### src/rtl/mwo_pkg.sv
package mwo_pkg;
  localparam int DIGIT_W  = 4;
  localparam int NUM_DIG  = 4;
  localparam int SEG_W    = 7;
  localparam int DATA_W   = DIGIT_W * NUM_DIG;
  localparam int UNIT_MOD = 10;
  localparam int TENS_MOD = 6;

  localparam logic [DATA_W-1:0] LAMP_CODE = 16'h8888;
  localparam logic [DATA_W-1:0] DONE_CODE = 16'hDBCE;

  typedef enum logic [2:0] {
    ST_IDLE, ST_LAMP, ST_SET, ST_RUN, ST_MSG
  } ctl_state_t;

  // one step down with wrap at the digit's modulus
  function automatic logic [DIGIT_W-1:0] digit_dec(input logic [DIGIT_W-1:0] d,
                                                   input int modulus);
    if (d == '0) return DIGIT_W'(modulus - 1);
    return d - DIGIT_W'(1);
  endfunction

  // active-high segments, bit0 = a ... bit6 = g
  function automatic logic [SEG_W-1:0] seg_of(input logic [DIGIT_W-1:0] d);
    case (d)
      4'h0: return 7'h3F;
      4'h1: return 7'h06;
      4'h2: return 7'h5B;
      4'h3: return 7'h4F;
      4'h4: return 7'h66;
      4'h5: return 7'h6D;
      4'h6: return 7'h7D;
      4'h7: return 7'h07;
      4'h8: return 7'h7F;
      4'h9: return 7'h6F;
      4'hB: return 7'h5C;
      4'hC: return 7'h54;
      4'hD: return 7'h5E;
      4'hE: return 7'h79;
      default: return 7'h00;
    endcase
  endfunction
endpackage

### src/rtl/mwo_ctrl.sv
module mwo_ctrl
  import mwo_pkg::*;
(
  input  logic clk,
  input  logic rst,
  input  logic test_req,
  input  logic set_req,
  input  logic start_req,
  input  logic expired,
  output logic cook,
  output logic ld_lamp,
  output logic ld_user,
  output logic ld_msg
);
  ctl_state_t state, nxt;

  always_ff @(posedge clk or posedge rst) begin
    if (rst) state <= ST_IDLE;
    else     state <= nxt;
  end

  always_comb begin
    nxt     = ST_IDLE;
    cook    = 1'b0;
    ld_lamp = 1'b0;
    ld_user = 1'b0;
    ld_msg  = 1'b0;
    case (state)
      ST_IDLE: begin
        if (test_req) begin
          nxt = ST_LAMP; ld_lamp = 1'b1;
        end else if (set_req) begin
          nxt = ST_SET; ld_user = 1'b1;
        end else if (start_req && !expired) begin
          nxt = ST_RUN; cook = 1'b1;
        end
      end
      ST_LAMP: ld_lamp = 1'b1;
      ST_SET:  ld_user = 1'b1;
      ST_MSG:  ld_msg  = 1'b1;
      ST_RUN: begin
        if (expired) begin
          nxt = ST_MSG; ld_msg = 1'b1;
        end else begin
          nxt = ST_RUN; cook = 1'b1;
        end
      end
      default: nxt = ST_IDLE;
    endcase
  end

  // at most one load source at a time
  a_r3_strobe_onehot: assert property (@(posedge clk) disable iff (rst)
    $onehot0({ld_lamp, ld_user, ld_msg}));

  // the load states last a single cycle
  a_r3_one_cycle: assert property (@(posedge clk) disable iff (rst)
    (state == ST_LAMP || state == ST_SET || state == ST_MSG) |=> state == ST_IDLE);

  // expiry while running leads to the message state
  a_r6_to_msg: assert property (@(posedge clk) disable iff (rst)
    (state == ST_RUN && expired) |=> state == ST_MSG);

  // cook always leads into the running state
  a_r4_cook_run: assert property (@(posedge clk) disable iff (rst)
    cook |=> state == ST_RUN);

  // no start from an expired display
  a_r7_refuse: assert property (@(posedge clk) disable iff (rst)
    (state == ST_IDLE && expired) |-> !cook);
endmodule

### src/rtl/mwo_load_sel.sv
module mwo_load_sel
  import mwo_pkg::*;
(
  input  logic              ld_lamp,
  input  logic              ld_user,
  input  logic              ld_msg,
  input  logic [DATA_W-1:0] user_val,
  output logic              load,
  output logic [DATA_W-1:0] load_val
);
  always_comb begin
    load = ld_lamp | ld_user | ld_msg;
    if (ld_lamp)     load_val = LAMP_CODE;
    else if (ld_msg) load_val = DONE_CODE;
    else             load_val = user_val;
  end
endmodule

### src/rtl/mwo_bcd_digit.sv
module mwo_bcd_digit
  import mwo_pkg::*;
#(
  parameter int MODULUS = 10
) (
  input  logic               clk,
  input  logic               rst,
  input  logic               load,
  input  logic [DIGIT_W-1:0] load_d,
  input  logic               dec_en,
  output logic [DIGIT_W-1:0] q
);
  always_ff @(posedge clk or posedge rst) begin
    if (rst)         q <= '0;
    else if (load)   q <= load_d;
    else if (dec_en) q <= digit_dec(q, MODULUS);
  end
endmodule

### src/rtl/mwo_cook_timer.sv
module mwo_cook_timer
  import mwo_pkg::*;
(
  input  logic              clk,
  input  logic              rst,
  input  logic              lamp_test_req,
  input  logic              set_req,
  input  logic              start_req,
  input  logic [DATA_W-1:0] preset,
  input  logic              sec_tick,
  output logic              cook,
  output logic [SEG_W-1:0]  seg_min_hi,
  output logic [SEG_W-1:0]  seg_min_lo,
  output logic [SEG_W-1:0]  seg_sec_hi,
  output logic [SEG_W-1:0]  seg_sec_lo
);
  logic              ld_lamp, ld_user, ld_msg;
  logic              load;
  logic [DATA_W-1:0] load_val;
  logic [DATA_W-1:0] value;
  logic              expired;
  logic              step;
  logic [NUM_DIG-1:0] borrow;

  assign expired = (value == '0) || (value == DONE_CODE);
  assign step    = cook & sec_tick & ~expired;

  mwo_ctrl i_ctrl (
    .clk(clk), .rst(rst),
    .test_req(lamp_test_req), .set_req(set_req), .start_req(start_req),
    .expired(expired),
    .cook(cook), .ld_lamp(ld_lamp), .ld_user(ld_user), .ld_msg(ld_msg)
  );

  mwo_load_sel i_sel (
    .ld_lamp(ld_lamp), .ld_user(ld_user), .ld_msg(ld_msg),
    .user_val(preset), .load(load), .load_val(load_val)
  );

  // digit 0 = second units ... digit 3 = minute tens
  for (genvar g = 0; g < NUM_DIG; g++) begin : g_dig
    localparam int MODV = (g % 2 == 0) ? UNIT_MOD : TENS_MOD;
    if (g == 0) begin : g_first
      assign borrow[g] = step;
    end else begin : g_rest
      assign borrow[g] = borrow[g-1] & (value[(g-1)*DIGIT_W +: DIGIT_W] == '0);
    end
    mwo_bcd_digit #(.MODULUS(MODV)) i_digit (
      .clk(clk), .rst(rst), .load(load),
      .load_d(load_val[g*DIGIT_W +: DIGIT_W]),
      .dec_en(borrow[g]),
      .q(value[g*DIGIT_W +: DIGIT_W])
    );
  end

  assign seg_sec_lo = seg_of(value[0*DIGIT_W +: DIGIT_W]);
  assign seg_sec_hi = seg_of(value[1*DIGIT_W +: DIGIT_W]);
  assign seg_min_lo = seg_of(value[2*DIGIT_W +: DIGIT_W]);
  assign seg_min_hi = seg_of(value[3*DIGIT_W +: DIGIT_W]);

  // without a counting edge or a load the time does not move
  a_r5_hold: assert property (@(posedge clk) disable iff (rst)
    (!(cook && sec_tick) && !load) |=> $stable(value));

  // a counting edge changes the time
  a_r5_step: assert property (@(posedge clk) disable iff (rst)
    (cook && sec_tick && !expired && !load) |=> value != $past(value));

  // 00:00 is held until something is loaded
  a_r6_hold_zero: assert property (@(posedge clk) disable iff (rst)
    (value == '0 && !load) |=> value == '0);

  // a load takes the selected source on the next edge
  a_r3_load: assert property (@(posedge clk) disable iff (rst)
    load |=> value == $past(load_val));
endmodule

### config.mk
export PLATFORM = sky130hd
export DESIGN_NAME = mwo_cook_timer
export DESIGN_NICKNAME = d
export VERILOG_FILES = /design/src/rtl/mwo_pkg.sv /design/src/rtl/mwo_ctrl.sv /design/src/rtl/mwo_load_sel.sv /design/src/rtl/mwo_bcd_digit.sv /design/src/rtl/mwo_cook_timer.sv
export SDC_FILE = /design/constraint.sdc
export NUM_CORES = 1
export LEC_CHECK = 0
export ABC_AREA = 1
export BUFFER_PORTS_ARGS = -buffer_cell sky130_fd_sc_hd__buf_4
export CAP_MARGIN = 10
export CORE_ASPECT_RATIO = 1.75
export CORE_MARGIN = 2
export CORE_UTILIZATION = 29
export CTS_CLUSTER_SIZE = 16
export DETAILED_ROUTE_END_ITERATION = 10
export REMOVE_ABC_BUFFERS = 1
export SETUP_SLACK_MARGIN = 0.15
export SYNTH_ARGS = -nofsm -noshare
export SYNTH_HDL_FRONTEND = slang
export SYNTH_SLANG_ARGS = --single-unit
### constraint.sdc
create_clock -name clk -period 2.75 [get_ports clk]
set_clock_uncertainty 0.2 [all_clocks]
set_input_delay 0.55 -clock clk [delete_from_list [all_inputs] [get_ports clk]]
set_output_delay 0.55 -clock clk [all_outputs]
set_load 0.1 [all_outputs]
# [Word level (Yosys, flattened, before mapping)]
# Memory sizes are Yosys's and may differ from the RTL's.
# Cells that the tools add are included.
[classes] add_sub_neg=4 eq_ne=5 n_mux=47 bitwise_logic=8 n_reduce_logical=13
[ops] operator="$mux W4" count=16
[ops] operator="$mux W16" count=2
[ops] operator="$mux W1" count=20
[ops] operator="$eq A16 B16 Y1 const B" count=1
[ops] operator="$logic_not A16 Y1" count=1
[ops] operator="$logic_not A4 Y1" count=4
[ops] operator="$sub A4 B1 Y4 const B" count=4
[ops] operator="$mux W3" count=3
[ops] operator="$pmux W1 S2" count=4
[ops] operator="$reduce_bool A2 Y1" count=4
[ops] operator="$eq A3 B2 Y1 const B" count=2
[ops] operator="$pmux W3 S2" count=1
[ops] operator="$and A1 B1 Y1" count=5
[ops] operator="$eq A3 B1 Y1 const B" count=1
[ops] operator="$eq A3 B3 Y1 const B" count=1
[ops] operator="$logic_not A3 Y1" count=1
[ops] operator="$mux W2" count=1
[ops] operator="$or A1 B1 Y1" count=2
[ops] operator="$logic_and A1 B1 Y1" count=1
[ops] operator="$logic_not A1 Y1" count=1
[ops] operator="$logic_or A1 B1 Y1" count=1
[ops] operator="$not A1 Y1" count=1
[totals] regBits=19 rom_bits=448 in_bits=22 out_inout_bits=29 word_cells=86 mem_count=4
[memory_table] name="(name not given)" depth=16 width=7 read_ports=1 rd_ports_with_merged_regs=0 write_ports=0 line="mwo_pkg.sv:25" rtl="case (d)"
[memory_table] name="(name not given)" depth=16 width=7 read_ports=1 rd_ports_with_merged_regs=0 write_ports=0 line="mwo_pkg.sv:25"
[memory_table] name="(name not given)" depth=16 width=7 read_ports=1 rd_ports_with_merged_regs=0 write_ports=0 line="mwo_pkg.sv:25"
[memory_table] name="(name not given)" depth=16 width=7 read_ports=1 rd_ports_with_merged_regs=0 write_ports=0 line="mwo_pkg.sv:25"

# [Longest topological paths before layout]
# Gate-level depths: netlist (run 1).
[logic_depth] word_depth=18 mapped_depth=15 mapped_depth_nobuf=15

# [Hierarchy]
# A second synthesis (run 1) with hierarchy kept.
[hier_totals] cells_unflattened=378 area_unflattened_um2=2339.7
[by_module_without_submodules] mod="mwo_cook_timer" instances=1 cells_per_inst=178 area_each_um2=1078.5 seq_area_each_um2=0.0
[by_module_without_submodules] mod="mwo_bcd_digit (g_dig[0].i_digit ...)" instances=2 cells_per_inst=32 area_each_um2=224.0 seq_area_each_um2=100.1
[by_module_without_submodules] mod="mwo_bcd_digit (g_dig[1].i_digit ...)" instances=2 cells_per_inst=32 area_each_um2=217.7 seq_area_each_um2=100.1
[by_module_without_submodules] mod="mwo_ctrl" instances=1 cells_per_inst=34 area_each_um2=210.2 seq_area_each_um2=75.1
[by_module_without_submodules] mod="mwo_load_sel" instances=1 cells_per_inst=38 area_each_um2=167.7 seq_area_each_um2=0.0

# [Least setup slack after synthesis (run 1)]
# Ideal clock, no wire load.
[synth_timing] path_kind="flip-flop to output port" from="register g_dig[2].i_digit.q[0]" to="output seg_min_lo[4]" arrival_ns=3.039 required_ns=2.000 setup_slack_ns=-1.039 path_stages_with_launch=6 n_path_buf=0 path_cell_list="dfrtp_1 > inv_1 > ha_1 > inv_1 > a21oi_1 > o21ai_0"
[synth_between] elab_chain_len=1
[synth_rtl] item="from (decl)" line="mwo_bcd_digit.sv:11" rtl="output logic [DIGIT_W-1:0] q"
[synth_rtl] item="from (signal assigned)" line="mwo_bcd_digit.sv:15" rtl="else if (load) q <= load_d;"
[synth_rtl] item="from (signal assigned)" line="mwo_bcd_digit.sv:16" rtl="else if (dec_en) q <= digit_dec(q, MODULUS);"
[synth_rtl] item="$mem_v2 Z16 W7"
[synth_rtl] item="to (decl)" line="mwo_cook_timer.sv:13" rtl="output logic [SEG_W-1:0] seg_min_lo,"
# No other way between the ends.

# [Worst setup path after layout (run 1)]
[layout_timing] from="register g_dig[3].i_digit.q[1]" to="output seg_min_hi[4]"
[layout_between] elab_chain_len=1
[layout_rtl] item="from (decl)" line="mwo_bcd_digit.sv:11"
[layout_rtl] item="from (signal assigned)" line="mwo_bcd_digit.sv:15"
[layout_rtl] item="from (signal assigned)" line="mwo_bcd_digit.sv:16"
[layout_rtl] item="$mem_v2 Z16 W7"
[layout_rtl] item="to (decl)" line="mwo_cook_timer.sv:12" rtl="output logic [SEG_W-1:0] seg_min_hi,"
# No other way between the ends.

==> impl_metrics.ini, run 1 <==
[synthesis]
synth_mux_area_frac = 0
synth_compound_area_frac = 0.215
synth_top_family_by_area = simple AND/OR/NAND/NOR gates
yosys.area.top_type = dfrtp_1
synth_area_um2 = 2200
postSynthAreaPerCell_um2 = 6.65
synth-simple-area-share = 0.331
synth_xor_area_frac = 0.00398
async_flop_share = 1.00
synth_edf_count = 0
synth_top_cell_area_share = 0.216
synth_ff_type = dfrtp_1
synthAdderAreaFrac = 0.131
syn_inst = 331
ys_top_cells_by_area = dfrtp_1 22%, ha_1 13%, nand2_1 12%
yosysWarningCount = 0
ys_seq_elements = 19
synth_seq_area_share = 0.216
yosysUniqueCellTypes = 37

[setup_path]
worstPathRequired_ns = 2.00
crit_path_end = seg_min_hi[4]
crit_start = g_dig[3].i_digit.q[1]
crit_fanout = 7
crit_type = reg -> out
reg2reg_depth = 15
crit-reg2reg-launch = g_dig[3].i_digit.q[0]
r2r-end = g_dig[3].i_digit.q[2]
critPathLaunchType = flop
crit_path_end_kind = primary output
crit_arrival_ns = 1.78
reg2reg_slack_ns = 0.43

[grt]
grt_pass1_wl_um = 10600
grt_overflow = 0
grt_max_degree = 20
grt_pass1_vias = 2403
grt_use_total = 0.155
antenna_found_initial = 0

[worst_hold_path]
hold_class = in -> async

[die]
coreArea_um2 = 7460
initial_utilization = 0.295
die_area_um2 = 8330
io_pins = 51
die_w_um = 69.9
die_y_um = 119
num_rows = 42

[clock_network]
cts_tree = done
clk_pin_slew_ns = 0.06
clkSinkCount = 19
cts_root_buf = clkbuf_16
clockBufferDepth = 2
clk_latency_ns = 0.26
ctsHoldBuffers = 0
htree_levels = 1
cts_buffers = 3

[place]
post-dp-hpwl_um = 5070
gp_congestion = 0.888
pre_cts_slack_ns = 0.149
port_buffers = 50
post-place-cells = 469

[flow_run]
maxCapViolations = 0

[sta]
finalSetupViolCount = 0
tns_ns = 0
fin_crit_ns = 2.53
clock.fmax_mhz = 395
rsz0062_at_grt = yes
slew_headroom = 0.429
final.period_utilization = 0.921
slew_viol_final = 0
layout_setup_ws_ns = 0.217
hold_viol_final = 0
whs_ns = 0.272
tightest_slew_ns = 0.855

[route]
num_vias = 2366
routedWlPerCell_um = 13.2
routed_wl_um = 6410
drcViolationCount = 0
vias_per_cell = 4.88
ant_nets = 0
drtIter0Drc = 128
dr.pass1.iters = 4

[layout]
final_cell_mix = 67 x nand2_1, 67 x buf_4, 46 x nor2_1
fin_cells = 485
syn2layout_area_growth_pct = 32.7
diodes = 0
drive_above_1_share = 0.315
nets = 443

[status]
status = completed
timing repair:
action	4_1_cts	5_1_grt
resized for setup	17	12
endpoints found under the setup margin	1	4
pin swaps	2	2
buffers inserted	6	6
critical path, stage by stage (launching register included):
cell	delay, ns
dfrtp_1	0.37
buf_4	0.16
ha_1	0.17
or2_2	0.31
a32oi_1	0.20
buf_4	0.32
sequential cells by signal, indices dropped and copies added, names as in the netlist:
signal	count
g_dig.i_digit.q	16
i_ctrl.state	3
how the worst min path moves through the flow:
stage,from,endpoint,cells past startpoint
6_report,rst,g_dig[1].i_digit.q[1],2
2_1_floorplan,rst,g_dig[0].i_digit.q[0],1
5_1_grt,rst,g_dig[1].i_digit.q[1],2
3_3_place_gp,g_dig[3].i_digit.q[0],g_dig[3].i_digit.q[0],2
4_1_cts,rst,g_dig[1].i_digit.q[1],2
3_5_place_dp,g_dig[3].i_digit.q[3],g_dig[3].i_digit.q[3],2
metrics by stage:
| step | util | area (µm²) |
|---|---|---|
| floorplan | - | 2140 |
| global placement | 0.359 | 2680 |
| detailed placement | 0.359 | 2680 |
| CTS | 0.381 | 2840 |
| global route | 0.391 | 2920 |
| finish | 0.391 | 2920 |
synth_stat cells (4+ instances only):
master	n
a21oi_1	20
a22oi_1	4
dfrtp_1	19
ha_1	23
inv_1	38
inv_2	4
nand2_1	70
nand2_4	5
nand3_1	9
nand3_2	5
nor2_1	48
nor3_1	4
o21ai_0	29
o21ai_1	15
o21ai_2	4
cells by family after synthesis:
kind of cell / count (synthesis)
buffers and inverters: 51
XOR/XNOR: 1
adder cells (fa/ha/maj): 23
flip-flops: 19
AO/OA/AOI/OAI: 83
AND/OR/NAND/NOR: 154
final cells by class:
cell class,count,area [µm²]
Fill cell,814,4540
Clock buffer,3,75.1
Inverter,44,173
Sequential cell,19,479
Tap cell,88,110
Timing Repair Buffer,69,537
Multi-Input combinational cell,261,1540
Clock inverter,1,5.00
per-layer routing:
layer  vias up  wire (µm)  GRT usage
li1       1213          -          -
met1      1078       2410      0.164
met2        60       3560      0.301
met3        15        236     0.0178
met4         0        203     0.0625
met5         -          0          0
Power of run 1 is left out: the tool's default activity adds up to more than one toggle a clock period on the data nets, which glitch-free logic cannot reach.
==> inputs of run 2 (changes only) <==
==> constraint.sdc (replaced) <==
create_clock -name clk -period 2.75 [get_ports clk]
set_clock_uncertainty 0.2 [all_clocks]
set_input_delay 0.55 -clock clk [delete_from_list [all_inputs] [get_ports clk]]
set_output_delay 0.55 -clock clk [all_outputs]
set_load 0.005 [all_outputs]
==> run 2 against run 1 <==
Against the previous run: count of clock-buffer cells in the layout rose by 1; die area stayed put; non-clock buffer count is 2 lower; worst hold slack worse by 0.015 ns; global-route usage about the same; sequential share of layout area rose by 0.35 points; register-to-register slack lost 0.06 ns; routed wire length grew 2.6%; first-iteration DRC count increased by 2.3%; critical path type unchanged; highest routed layer unchanged; setup slack better by 0.00098 ns.
==> impl_metrics.ini, run 2 (synthesis results as in run 1) <==
[layout]
largest_reg_flops = 16
regMostFlops = g_dig.i_digit.q
nets = 441
diodes = 0
drive_above_1_share = 0.314
regArea_um2 = 483
reg_top3 = g_dig.i_digit.q x16, i_ctrl.state x3
final_cell_mix = 67 x nand2_1, 67 x buf_4, 46 x nor2_1
fill_cells = 807
multi_input_area_um2 = 1530
syn2layout_area_growth_pct = 30.9
fin_area_um2 = 2880

[setup_path]
reg2reg_slack_ns = 0.37
crit_type = reg -> out
critPathLaunchType = flop
crit_arrival_ns = 1.78
worstPathRequired_ns = 2.00
crit_path_end_kind = primary output
crit_fanout = 4

[place]
place_area_um2 = 2650
gp_congestion = 0.907
post-dp-hpwl_um = 5090
port_buffers = 50

[sta]
rsz0062_at_grt = no
fin_crit_ns = 2.53
whs_ns = 0.257
finalSetupViolCount = 0
tightest_slew_ns = 0.789
clock.fmax_mhz = 395
slew_viol_final = 0
hold_viol_final = 0
tns_ns = 0
slew_headroom = 0.473
final.period_utilization = 0.921

[route]
num_vias = 2401
ant_nets = 0
drcViolationCount = 0
dr.pass1.iters = 4
routedWlPerCell_um = 13.6
vias_per_cell = 4.97
drtIter0Drc = 131
routed_wl_um = 6570

[status]
status = completed

[grt]
grt_max_degree = 20
grt_use_total = 0.154
antenna_found_initial = 0
grt_pass1_vias = 2279
grt_pass1_wl_um = 10600
grt_overflow = 0

[clock_network]
ctsHoldBuffers = 0
clkSinkCount = 19
cts_root_buf = clkbuf_16
cts_tree = done
cts_buffers = 3
clk_latency_ns = 0.25
clk_pin_slew_ns = 0.05
htree_levels = 1
clockBufferDepth = 2

[power]
switchingPower_mw = 1.94
p_int_mw = 1.91
leakage_nw = 1.47
power_frac_clock = 0.078
cellPowerDensity_nw_per_um2 = 1340
switching_share = 0.503
p_comb_frac = 0.759
p_seq_frac = 0.163
p_total_mw = 3.85
ir_drop_mv = 0.586

[die]
die_area_um2 = 8330
die_y_um = 119
num_rows = 42
die_w_um = 69.9
io_pins = 51
coreArea_um2 = 7460
initial_utilization = 0.295

[worst_hold_path]
hold_class = in -> async

[flow_run]
maxCapViolations = 0
-- run 2: cell types whose count changed in the layout (fill, tap and decap cells not counted), moves of 2 or more --
| cell | delta |
|---|---|
| dfrtp_1 | -3 |
| dfrtp_2 | +3 |
| inv_2 | -2 |
| inv_4 | +2 |
| o21ai_0 | +2 |
| o21ai_1 | -2 |
-- run 2: final timing paths --
check / start / to / cells past startpoint
min in group clk: g_dig[3].i_digit.q[0] / g_dig[3].i_digit.q[0] / 2
worst max register to register: g_dig[1].i_digit.q[0] / g_dig[3].i_digit.q[0] / 15
worst max-delay path: g_dig[1].i_digit.q[0] / cook / 10
worst min register to register: g_dig[3].i_digit.q[0] / g_dig[3].i_digit.q[0] / 2
max in group asynchronous: rst / g_dig[0].i_digit.q[1] / 2
worst min-delay path: rst / g_dig[1].i_digit.q[1] / 2
-- run 2: metal layers --
metal	routed length, µm	up-vias	part of all wire	global-route usage
met4	287	0	0.044	0.0877
met2	3550	71	0.54	0.283
li1	-	1210	-	-
met1	2520	1097	0.38	0.169
met5	0	-	0	0
met3	213	23	0.032	0.0152
-- run 2: power groups by stage --
stage / registers (mW) / logic, mW / clock network (mW)
global route: 0.652 / 3.29 / 0.320
CTS: 0.616 / 2.74 / 0.309
finish: 0.628 / 2.92 / 0.301
detailed placement: 0.621 / 2.69 / 0
floorplan: 0.568 / 1.71 / 0
global placement: 0.620 / 2.69 / 0
-- run 2: through the flow --
stage	instances	utilization	worst slack, ns
after floorplan	324	-	0.421
after global placement	465	0.355	0.309
after detailed placement	465	0.355	0.254
after CTS	470	0.368	0.155
after global routing	483	0.386	0.120
final	483	0.386	0.218
-- run 2: worst max-delay path, stage by stage, from the launching register on --
cell	delay, ns
dfrtp_1	0.43
inv_2	0.11
ha_2	0.21
nand2_1	0.08
nor2_2	0.12
nand3_2	0.09
nand2_2	0.11
inv_1	0.07
nand2_2	0.10
o21ai_4	0.07
buf_4	0.13
-- run 2: area by class of cell --
cell class | count | area share
clock buffers | 4 | 0.0274
well taps | 88 | 0.0382
multi-input cells | 261 | 0.531
repair buffers | 67 | 0.175
flip-flops and latches | 19 | 0.168
inverters | 44 | 0.0617
-- run 2: what timing repair did --
action	CTS	global route
buffers inserted	1	13
pin swaps	1	2
gates resized for setup	12	13
endpoints found under the hold margin	0	0
setup endpoints to repair	1	5
Note: power is estimated with default switching activity, not from simulation.
==> inputs of run 3 (changes only) <==
--- a/config.mk
+++ b/config.mk
@@ -5,7 +5,7 @@
 export SDC_FILE = /design/constraint.sdc
 export NUM_CORES = 1
 export LEC_CHECK = 0
-export ABC_AREA = 1
+export ABC_AREA = 0
 export BUFFER_PORTS_ARGS = -buffer_cell sky130_fd_sc_hd__buf_4
 export CAP_MARGIN = 10
 export CORE_ASPECT_RATIO = 1.75
==> run 3 against run 2 <==
Against the previous run: core utilization grew 1.2 points; final area grew 15%; combinational power shrank 1%; synthesized area grew 12%; critical path type unchanged; critical endpoint unchanged.
==> impl_metrics.ini, run 3 <==
[clock_network]
cts_tree = done
cts_buffers = 3
ctsHoldBuffers = 0
clockBufferDepth = 2
cts_root_buf = clkbuf_16
htree_levels = 1
clk_pin_slew_ns = 0.06
clkSinkCount = 19
clk_latency_ns = 0.25

[status]
status = completed

[route]
drcViolationCount = 0
routedWlPerCell_um = 15.3
dr.pass1.iters = 4
ant_nets = 0
num_vias = 2552
vias_per_cell = 5.19
drtIter0Drc = 116
routed_wl_um = 7510

[layout]
syn2layout_area_growth_pct = 33.6
largest_reg_flops = 16
reg_top3 = g_dig.i_digit.q x16, i_ctrl.state x3
drive_above_1_share = 0.342
regMostFlops = g_dig.i_digit.q
fin_util = 0.398
nets = 423
final_cell_mix = 85 x buf_4, 30 x nand2_1, 29 x nor2_1
regArea_um2 = 478
layout_commonest_cell = buf_4
diodes = 0
fin_area_um2 = 3310
multi_input_area_um2 = 1900
fill_cells = 852

[worst_hold_path]
hold_class = in -> async

[sta]
tns_ns = 0
tightest_slew_ns = 0.800
hold_viol_final = 0
slew_viol_final = 0
final.period_utilization = 0.922
whs_ns = 0.251
slew_headroom = 0.466
fin_crit_ns = 2.53
clock.fmax_mhz = 394
finalSetupViolCount = 0
rsz0062_at_grt = no
layout_setup_ws_ns = 0.215

[synthesis]
synth_seq_area_share = 0.192
ys_seq_elements = 19
synth_common_cells = 30 x nand2_1, 29 x nor2_1, 25 x a21oi_1, 23 x ha_1, 20 x o21ai_0
ys_top_cells_by_area = dfrtp_1 19%, ha_1 12%, a21oi_1 5.1%
synth_mux_area_frac = 0.0587
synth_edf_count = 0
yosys.area.top_type = dfrtp_1
synthAdderAreaFrac = 0.116
syn_inst = 313
synth_xor_area_frac = 0
synth.most_common_cell = nand2_1
synth_ff_type = dfrtp_1
synth_top_cell_area_share = 0.192
yosysWarningCount = 0
postSynthAreaPerCell_um2 = 7.90
synth_area_um2 = 2470
synth_top_family_by_area = simple AND/OR/NAND/NOR gates
yosysUniqueCellTypes = 66
async_flop_share = 1.00
synth_compound_area_frac = 0.275
synth-simple-area-share = 0.275

[setup_path]
crit_type = reg -> out
critPathTopFamily = simple AND/OR/NAND/NOR gates
worstPathRequired_ns = 2.00
critPathLaunchType = flop
crit_buf_inv = 2
crit_path_end_kind = primary output
crit_slowest_cell = dfrtp_2
crit_arrival_ns = 1.78
crit_fanout = 7
crit_chain = inv_2 > ha_4 > nand4_1 > nor4_4 > nor4_4 > buf_4
cp_common_cell = nor4_4
cpPeakStageDelay_ns = 0.44

[die]
num_rows = 44
io_pins = 51
die_w_um = 73.8
coreArea_um2 = 8310
die_y_um = 126
initial_utilization = 0.298
die_area_um2 = 9310

[power]
p_seq_frac = 0.148
cellPowerDensity_nw_per_um2 = 1140
power_frac_clock = 0.084
switchingPower_mw = 1.70
switching_share = 0.454
p_int_mw = 2.05
p_comb_frac = 0.768
leakage_nw = 1.41
ir_drop_mv = 0.475

[place]
port_buffers = 50
pre_cts_slack_ns = 0.106
gp_congestion = 0.841
post-dp-hpwl_um = 5710
place_area_um2 = 3010

[grt]
grt_pass1_vias = 2437
grt_overflow = 0
grt_pass1_wl_um = 12000
top_usage_layer = met2
grt_max_degree = 20
use_met3 = 0.0104
grt_use_met2 = 0.314
antenna_found_initial = 0
grt_use_met1 = 0.182
grt_use_total = 0.163

[flow_run]
maxCapViolations = 0
run 3: cell count changes after synthesis, sizes merged, moves of 6 or more:
| cell | before | now |
|---|---|---|
| a211oi | 0 | 7 |
| o21ai | 49 | 20 |
| mux2i | 0 | 10 |
| nor2b | 0 | 7 |
| nand2b | 0 | 6 |
| nand2 | 78 | 31 |
| nor2 | 51 | 30 |
| nand3 | 15 | 2 |
| clkbuf | 2 | 13 |
| nor3 | 4 | 14 |
| buf | 5 | 13 |
| inv | 44 | 16 |
run 3: worst paths after layout:
path / start / endpoint / slack (ns) / depth (start not counted)
hold / removal: rst / g_dig[0].i_digit.q[2] / 0.25 / 2
hold reg to reg: g_dig[3].i_digit.q[1] / g_dig[3].i_digit.q[1] / 0.42 / 2
max in group asynchronous: rst / g_dig[0].i_digit.q[1] / 1.55 / 2
min in group clk: preset[0] / g_dig[0].i_digit.q[0] / 0.34 / 3
setup / recovery: g_dig[1].i_digit.q[1] / cook / 0.22 / 6
setup reg to reg: g_dig[1].i_digit.q[1] / g_dig[3].i_digit.q[3] / 0.24 / 8
run 3: worst reg2reg max path, stage by stage (launching register included):
cell and delay (ns):
dfrtp_2 0.44, inv_2 0.11, ha_4 0.17, nand4_1 0.17
buf_4 0.18, or4_4 0.47, nand4_1 0.26, o22ai_1 0.15
a32o_1 0.24
run 3: power by group through the flow:
stage	Sequential (mW)	Clock [mW]	Combinational [mW]
final	0.556	0.314	2.88
after global routing	0.576	0.328	3.19
after CTS	0.545	0.313	2.78
after detailed placement	0.557	0	2.66
after global placement	0.554	0	2.63
after floorplan	0.681	0	1.42
run 3: cell families (layout without fill, tap and decap cells):
| kind of cell | count (synthesis) | after routing |
|---|---|---|
| simple gates | 121 | 121 |
| mux | 13 | 13 |
| buf+inv | 42 | 106 |
| flops | 19 | 19 |
| fa+ha+maj | 23 | 23 |
| compound gates | 95 | 95 |
run 3: cell type report:
type                    instances  area share
flip-flops and latches         19       0.145
clock buffers                   4      0.0238
inverters                      16      0.0182
repair buffers                 86       0.196
well taps                     115      0.0435
multi-input cells             252       0.573
run 3: routing by layer:
| layer | routed length (µm) | share of wire | vias to the layer above |
|---|---|---|---|
| li1 | - | - | 1279 |
| met1 | 2830 | 0.38 | 1209 |
| met2 | 4290 | 0.57 | 56 |
| met3 | 258 | 0.034 | 8 |
| met4 | 132 | 0.018 | 0 |
| met5 | 0 | 0 | - |
run 3: metrics by stage:
stage	std cells	total power, mW
finish	492	3.75
CTS	485	3.64
detailed placement	474	3.22
global placement	474	3.18
global route	492	4.09
floorplan	287	2.10
run 3: repair_timing:
action | CTS | global route
hold endpoints to repair | 0 | 0
setup buffers | 7 | 7
setup endpoints to repair | 7 | 15
pin swaps | 0 | 4
gates resized for setup | 8 | 17
gates cloned | 0 | 0
